## config.mk

```make
export PLATFORM = sky130hd
export DESIGN_NAME = sconv_chain
export DESIGN_NICKNAME = d
export VERILOG_FILES = /design/src/rtl/conv_pkg.sv /design/src/rtl/conv_coef_slot.sv /design/src/rtl/conv_smp_delay.sv /design/src/rtl/conv_pe.sv /design/src/rtl/sconv_chain.sv
export SDC_FILE = /design/constraint.sdc
export NUM_CORES = 2
export LEC_CHECK = 0
export BUFFER_PORTS_ARGS = -buffer_cell sky130_fd_sc_hd__buf_4
export CORE_ASPECT_RATIO = 0.75
export CORE_UTILIZATION = 35
export DETAILED_ROUTE_END_ITERATION = 6
export PLACE_DENSITY = 0.61
export SYNTH_ARGS = -nofsm -noshare
export SYNTH_HDL_FRONTEND = slang
export SYNTH_SLANG_ARGS = --single-unit
```

## constraint.sdc

```tcl
create_clock -name clk -period 6.8 [get_ports clk]
set_input_delay 1.36 -clock clk [delete_from_list [all_inputs] [get_ports clk]]
set_output_delay 1.36 -clock clk [all_outputs]
set_load 0.005 [all_outputs]
```

## src/rtl/conv_pkg.sv

```systemverilog
package conv_pkg;

    localparam int unsigned DEF_TAPS   = 5;
    localparam int unsigned DEF_SMP_W  = 16;
    localparam int unsigned DEF_COEF_W = 16;

    // sum width wide enough for taps full-scale products
    function automatic int unsigned acc_width(int unsigned smp_w,
                                              int unsigned coef_w,
                                              int unsigned taps);
        return smp_w + coef_w + ((taps > 1) ? $clog2(taps) : 0);
    endfunction

    function automatic int unsigned idx_width(int unsigned taps);
        return (taps > 1) ? $clog2(taps) : 1;
    endfunction

endpackage

```

## src/rtl/conv_coef_slot.sv

```systemverilog
module conv_coef_slot #(
    parameter int unsigned COEF_W = 16,
    parameter int unsigned IDX_W  = 3,
    parameter int unsigned SLOT   = 0
) (
    input  logic                     clk,
    input  logic                     rst_n,
    input  logic                     wr_en,
    input  logic [IDX_W-1:0]         wr_idx,
    input  logic signed [COEF_W-1:0] wr_data,
    output logic signed [COEF_W-1:0] coef
);

    localparam logic [IDX_W-1:0] MY_IDX = IDX_W'(SLOT);

    typedef struct packed {
        logic signed [COEF_W-1:0] coef;
    } slot_st;

    slot_st st_d, st_q;
    logic   hit;

    always_comb begin
        hit  = wr_en && (wr_idx == MY_IDX);
        st_d = st_q;
        if (hit) begin
            st_d.coef = wr_data;
        end
    end

    always_ff @(posedge clk or negedge rst_n) begin
        if (!rst_n) begin
            st_q <= '0;
        end else begin
            st_q <= st_d;
        end
    end

    assign coef = st_q.coef;

    AST_COEF_TAKE: assert property (@(posedge clk) disable iff (!rst_n)
        (wr_en && wr_idx == MY_IDX) |=> (coef == $past(wr_data)))
        else $error("coefficient slot missed its write");

    AST_COEF_KEEP: assert property (@(posedge clk) disable iff (!rst_n)
        !(wr_en && wr_idx == MY_IDX) |=> $stable(coef))
        else $error("coefficient slot changed without its index");

endmodule

```

## src/rtl/conv_smp_delay.sv

```systemverilog
module conv_smp_delay #(
    parameter int unsigned SMP_W = 16
) (
    input  logic                    clk,
    input  logic                    rst_n,
    input  logic signed [SMP_W-1:0] d,
    input  logic                    d_vld,
    output logic signed [SMP_W-1:0] q,
    output logic                    q_vld
);

    // two stages so each partial sum meets the next older sample
    typedef struct packed {
        logic                    v1;
        logic signed [SMP_W-1:0] s1;
        logic                    v2;
        logic signed [SMP_W-1:0] s2;
    } dly_st;

    dly_st st_d, st_q;

    always_comb begin
        st_d    = st_q;
        st_d.v1 = d_vld;
        st_d.s1 = d;
        st_d.v2 = st_q.v1;
        st_d.s2 = st_q.s1;
    end

    always_ff @(posedge clk or negedge rst_n) begin
        if (!rst_n) begin
            st_q <= '0;
        end else begin
            st_q <= st_d;
        end
    end

    assign q     = st_q.s2;
    assign q_vld = st_q.v2;

endmodule

```

## src/rtl/conv_pe.sv

```systemverilog
module conv_pe #(
    parameter int unsigned SMP_W  = 16,
    parameter int unsigned COEF_W = 16,
    parameter int unsigned ACC_W  = 35
) (
    input  logic                     clk,
    input  logic                     rst_n,
    input  logic signed [COEF_W-1:0] coef,
    input  logic signed [SMP_W-1:0]  smp,
    input  logic                     smp_vld,
    input  logic signed [ACC_W-1:0]  acc_in,
    input  logic                     acc_vld_in,
    output logic signed [ACC_W-1:0]  acc_out,
    output logic                     acc_vld_out
);

    localparam int unsigned PROD_W = SMP_W + COEF_W;

    typedef struct packed {
        logic                    vld;
        logic signed [ACC_W-1:0] acc;
    } pe_st;

    pe_st                     st_d, st_q;
    logic signed [PROD_W-1:0] prod;
    logic signed [ACC_W-1:0]  prod_ext;

    always_comb begin
        prod     = smp * coef;
        prod_ext = ACC_W'(prod);
        st_d     = st_q;
        st_d.acc = acc_in + prod_ext;
        // the sum stays valid only while every sample it met was valid
        st_d.vld = acc_vld_in & smp_vld;
    end

    always_ff @(posedge clk or negedge rst_n) begin
        if (!rst_n) begin
            st_q <= '0;
        end else begin
            st_q <= st_d;
        end
    end

    assign acc_out     = st_q.acc;
    assign acc_vld_out = st_q.vld;

    AST_NO_OVERFLOW: assert property (@(posedge clk) disable iff (!rst_n)
        (acc_in[ACC_W-1] == prod_ext[ACC_W-1]) |-> (st_d.acc[ACC_W-1] == acc_in[ACC_W-1]))
        else $error("partial sum wrapped");

endmodule

```

## src/rtl/sconv_chain.sv

```systemverilog
module sconv_chain
    import conv_pkg::*;
#(
    parameter int unsigned TAPS   = DEF_TAPS,
    parameter int unsigned SMP_W  = DEF_SMP_W,
    parameter int unsigned COEF_W = DEF_COEF_W,
    parameter int unsigned ACC_W  = acc_width(SMP_W, COEF_W, TAPS),
    parameter int unsigned IDX_W  = idx_width(TAPS)
) (
    input  logic                     clk,
    input  logic                     rst_n,
    input  logic                     cfg_we,
    input  logic [IDX_W-1:0]         cfg_idx,
    input  logic signed [COEF_W-1:0] cfg_coef,
    input  logic signed [SMP_W-1:0]  smp_in,
    input  logic                     smp_valid,
    output logic signed [ACC_W-1:0]  res_out,
    output logic                     res_valid
);

    localparam int unsigned FILL = 2 * TAPS - 1;
    localparam int unsigned FC_W = $clog2(FILL + 1);

    logic signed [SMP_W-1:0]  smp_c  [TAPS];
    logic                     smpv_c [TAPS];
    logic signed [COEF_W-1:0] coef_c [TAPS];
    logic signed [ACC_W-1:0]  acc_c  [TAPS+1];
    logic                     accv_c [TAPS+1];

    assign smp_c[0]  = smp_in;
    assign smpv_c[0] = smp_valid;
    assign acc_c[0]  = '0;
    assign accv_c[0] = 1'b1;

    for (genvar g = 0; g < TAPS; g++) begin : g_el
        conv_coef_slot #(
            .COEF_W (COEF_W),
            .IDX_W  (IDX_W),
            .SLOT   (g)
        ) u_slot (
            .clk     (clk),
            .rst_n   (rst_n),
            .wr_en   (cfg_we),
            .wr_idx  (cfg_idx),
            .wr_data (cfg_coef),
            .coef    (coef_c[g])
        );

        conv_pe #(
            .SMP_W  (SMP_W),
            .COEF_W (COEF_W),
            .ACC_W  (ACC_W)
        ) u_pe (
            .clk         (clk),
            .rst_n       (rst_n),
            .coef        (coef_c[g]),
            .smp         (smp_c[g]),
            .smp_vld     (smpv_c[g]),
            .acc_in      (acc_c[g]),
            .acc_vld_in  (accv_c[g]),
            .acc_out     (acc_c[g+1]),
            .acc_vld_out (accv_c[g+1])
        );

        if (g < TAPS - 1) begin : g_fwd
            conv_smp_delay #(
                .SMP_W (SMP_W)
            ) u_dly (
                .clk   (clk),
                .rst_n (rst_n),
                .d     (smp_c[g]),
                .d_vld (smpv_c[g]),
                .q     (smp_c[g+1]),
                .q_vld (smpv_c[g+1])
            );
        end
    end

    assign res_out   = acc_c[TAPS];
    assign res_valid = accv_c[TAPS];

    // edges since reset, saturating, used only by the fill check
    logic [FC_W-1:0] fill_d, fill_q;

    always_comb begin
        fill_d = fill_q;
        if (fill_q != FC_W'(FILL)) begin
            fill_d = fill_q + 1'b1;
        end
    end

    always_ff @(posedge clk or negedge rst_n) begin
        if (!rst_n) begin
            fill_q <= '0;
        end else begin
            fill_q <= fill_d;
        end
    end

    AST_FILL_FIRST: assert property (@(posedge clk) disable iff (!rst_n)
        res_valid |-> (fill_q == FC_W'(FILL)))
        else $error("result flagged before the chain could fill");

endmodule

```

==> out/summary.json <==
{
  "run_status": "complete, no violations",
  "wl_um": 163000,
  "final_period_utilization_pct": 96.9,
  "synth_top_cell_area_share_pct": 45.3,
  "endpoint_kind": "flop",
  "whs_path_depth": 0,
  "detailed_place_hpwl_um": 140000,
  "path_common_cell": "sky130_fd_sc_hd__fa_1",
  "finClkSkew_ps": 45.9,
  "crit_path_max_fanout": 12,
  "synth_adder_area_share_pct": 54.7,
  "floorplan.die_area_um2": 190000,
  "drt_drc_violations_left": 0,
  "worst_hold_startpoint": "g_el[0].g_fwd.u_dly.st_d[4]",
  "first_pass_grt_wire_length_um": 266000,
  "antenna_left": 0,
  "critical-path-top-delay-family": "adder cells",
  "holdBufCountCts": 0,
  "wl_met2_um": 73300,
  "post_synth.cell_area_avg_um2": 10.2,
  "synth_top_family_by_area": "adder cells",
  "start_util_pct": 35.3,
  "timing.critical_path.cells": "and2_1 -> fa_1 -> inv_1 -> fa_1 -> inv_1 -> fa_1 -> fa_1 -> fa_1 -> inv_1 -> fa_1 -> inv_1 -> ha_1 -> and2_1 -> nand4_1 -> nor4_1 -> buf_4 -> o31ai_1 -> buf_4 -> o211ai_1 -> nand2_1 -> o2111ai_1 -> a21oi_1 -> xnor2_1",
  "clk_transition_reported_paths_ps": 70,
  "number_of_global_route_vias_before_repair": 47513,
  "grt_max_degree": 139,
  "synth_flop_cell": "sky130_fd_sc_hd__dfrtp_1",
  "timing.setup.critical_path_class": "reg2reg",
  "cts.sink_count": 390,
  "worst_hold_slack_ps": 348,
  "synth_edf_count": 0,
  "yosys.cell_count.top_type": "sky130_fd_sc_hd__inv_1",
  "worst-r2r-setup-slack_ps": 210,
  "cp.arrival_ps": 7120,
  "die_w_um": 503,
  "drt-wirelength-per-cell_um": 17.6,
  "timing.slew.headroom_pct": 31.0,
  "synth_commonest_cells": "1,673 x sky130_fd_sc_hd__inv_1, 1,491 x sky130_fd_sc_hd__fa_1, 662 x sky130_fd_sc_hd__nand2_1, 602 x sky130_fd_sc_hd__and2_1, 495 x sky130_fd_sc_hd__ha_1",
  "insertion_delay_ps": 650,
  "number_of_buffers_added_by_the_clock_tree_synthesis_step": 44,
  "dr_wl_met3_um": 12200,
  "setup-violations-final": 0,
  "number_of_distinct_library_cells_after_synthesis": 81,
  "synth-simple-area-share_pct": 11.6,
  "crit_path_start_kind": "flop",
  "gr-usage-all-layers_pct": 18.1,
  "port_buffers": 74,
  "area_growth_syn_to_layout_pct": 11.0,
  "hold_class": "reg2reg",
  "timing.max_cap.violations": 0,
  "rr_startpoint": "g_el[0].g_fwd.u_dly.q[4]",
  "tightestPinTransition_ps": 1030,
  "core_region_area_um2": 186000,
  "initial_drt_pass_iterations": 5,
  "achievable-frequency_ghz": 0.152,
  "synth_sequential_area_ratio_pct": 14.8,
  "layout_min_cycle_time_ps": 6590,
  "drt-vias-per-instance": 4.67,
  "total_number_of_vias": 43327,
  "grt-ovfl-total": 0,
  "cts_tree": "done",
  "synth_xor_xnor_area_share_pct": 2.35,
  "clock_tree.buffer_depth": 3,
  "cp_slowest_stage_delay_ps": 610,
  "grt_setup_unrepaired": "true",
  "synth_nets": 8506,
  "leading_area_contributor_after_synthesis": "sky130_fd_sc_hd__fa_1",
  "synth.top_cells.by_area": "sky130_fd_sc_hd__fa_1 45%, sky130_fd_sc_hd__dfrtp_1 15%, sky130_fd_sc_hd__inv_1 9.5%",
  "r2r.worst_path.cells": 23,
  "layout_nets": 8770,
  "timing.final.max_slew_violations": 0,
  "fp.dieH_um": 378,
  "placement_rows": 137,
  "clk_root_buffer_cell": "sky130_fd_sc_hd__clkbuf_16",
  "reg2reg_to": "g_el[1].u_pe.acc_out[33]",
  "gp_congestion": 0.917,
  "standard_cell_with_the_maximum_stage_delay_on_the_critical_path": "sky130_fd_sc_hd__dfrtp_1",
  "drt_iter0_markers": 2769,
  "synthMuxAreaShare_pct": 1.31,
  "netlist_area_um2": 65900,
  "synth-compound-area-share_pct": 4.11,
  "syn-instance-count": 6481,
  "antenna_found_initial": 15,
  "hold_violations": 0,
  "warnings_synthesis": 0,
  "yosys_register_bits": 390,
  "dr.max_layer_used": "met5",
  "num_io_pins": 75,
  "worst-path-buf-inv": 6,
  "wirelength_met1_um": 72300,
  "synth_async_reset_ratio_pct": 100,
  "fillerInstances": 18233,
  "clock_tree.htree_level_count": 2,
  "hold_end": "g_el[0].g_fwd.u_dly.q[4]",
  "post_route_cells_drive_above_1_share_pct": 10.1,
  "critPathRequiredTime_ps": 7330
}
==> cell type report <==
| type | instances | area, um2 | share of cell area (%) |
|---|---|---|---|
| Antenna cell | 2 | 5.00 | 0.00685 |
| Clock inverter | 31 | 297 | 0.406 |
| Clock buffer | 51 | 1170 | 1.60 |
| Inverter | 1675 | 6290 | 8.60 |
| Timing Repair Buffer | 447 | 3500 | 4.79 |
| Tap cell | 2502 | 3130 | 4.28 |
| Multi-Input combinational cell | 4187 | 48900 | 66.9 |
| Sequential cell | 390 | 9810 | 13.4 |
==> routing by layer <==
layer / track usage (%) / up-vias
met5: 0 / -
met4: 5.69 / 4
met2: 27.9 / 1183
met3: 3.81 / 218
li1: - / 19434
met1: 25.3 / 22488
==> sequential cells by signal, indices dropped and copies added, names as in the netlist <==
signal	cells
g_el.u_pe.acc_out	170
g_el.g_fwd.u_dly.st_d	68
g_el.g_fwd.u_dly.q	64
g_el.u_slot.coef	80
g_el.u_pe.acc_vld_out	4
g_el.g_fwd.u_dly.q_vld	4
==> what timing repair did <==
item,CTS,global route
setup endpoints to repair,0,20
buffers inserted,0,13
gates resized for setup,0,52
hold endpoints to repair,0,0
==> logic make-up (layout without fill, tap and decap cells) <==
logic type | count (synthesis) | after routing
adders and majority gates | 1986 | 1986
buffers and inverters | 1904 | 2204
and+or+nand+nor | 1543 | 1543
AOI/OAI and AO/OA | 404 | 404
DFF | 390 | 390
xor gates and xnor gates | 177 | 177
muxes | 77 | 77
other | 0 | 2
==> cell usage in the layout (no fill, tap or decap), types with 15 or more instances in the layout <==
cell type                   instances
sky130_fd_sc_hd__nand3_1           21
sky130_fd_sc_hd__inv_1           1672
sky130_fd_sc_hd__dfrtp_2           40
sky130_fd_sc_hd__nor3_1            26
sky130_fd_sc_hd__buf_4            433
sky130_fd_sc_hd__xnor2_1          147
sky130_fd_sc_hd__nor2_1           131
sky130_fd_sc_hd__a31oi_1           15
sky130_fd_sc_hd__fa_1            1489
sky130_fd_sc_hd__mux2_2            76
sky130_fd_sc_hd__o21bai_1          23
sky130_fd_sc_hd__xor2_1            30
sky130_fd_sc_hd__nand2b_1          32
sky130_fd_sc_hd__clkbuf_16         45
sky130_fd_sc_hd__dfrtp_1          349
sky130_fd_sc_hd__ha_1             494
sky130_fd_sc_hd__a21o_1            48
sky130_fd_sc_hd__and2_1           602
sky130_fd_sc_hd__o21a_1            31
sky130_fd_sc_hd__a21oi_1          124
sky130_fd_sc_hd__nand2_1          662
sky130_fd_sc_hd__o21ai_0           70
==> stage by stage <==
step	instance area [um2]	cells	setup slack, ps	TNS (ps)	utilization, %
global placement	71400	9188	-252	-1090	38.3
finish	73100	9285	212	0	39.2
detailed placement	71400	9188	-326	-1490	38.3
CTS	72900	9270	50.9	0	39.1
global route	73100	9285	-10.8	-12.6	39.2
floorplan	65900	6481	23.9	0	-
==> how the worst max path moves through the flow <==
stage,start,cells past startpoint,slack (ps),end
2_1_floorplan,smp_in[11],22,20,g_el[0].u_pe.acc_out[23]
3_3_place_gp,smp_in[8],23,-250,g_el[0].u_pe.acc_out[23]
3_5_place_dp,smp_in[11],22,-330,g_el[0].u_pe.acc_out[31]
4_1_cts,g_el[1].g_fwd.u_dly.q[9],20,50,g_el[2].u_pe.acc_out[32]
5_1_grt,g_el[2].u_slot.coef[5],22,-10,g_el[2].u_pe.acc_out[32]
6_report,g_el[0].g_fwd.u_dly.q[4],23,210,g_el[1].u_pe.acc_out[33]
Power is not shown: default switching activity piles up to over one toggle a cycle in this logic, so the estimate is an artifact.
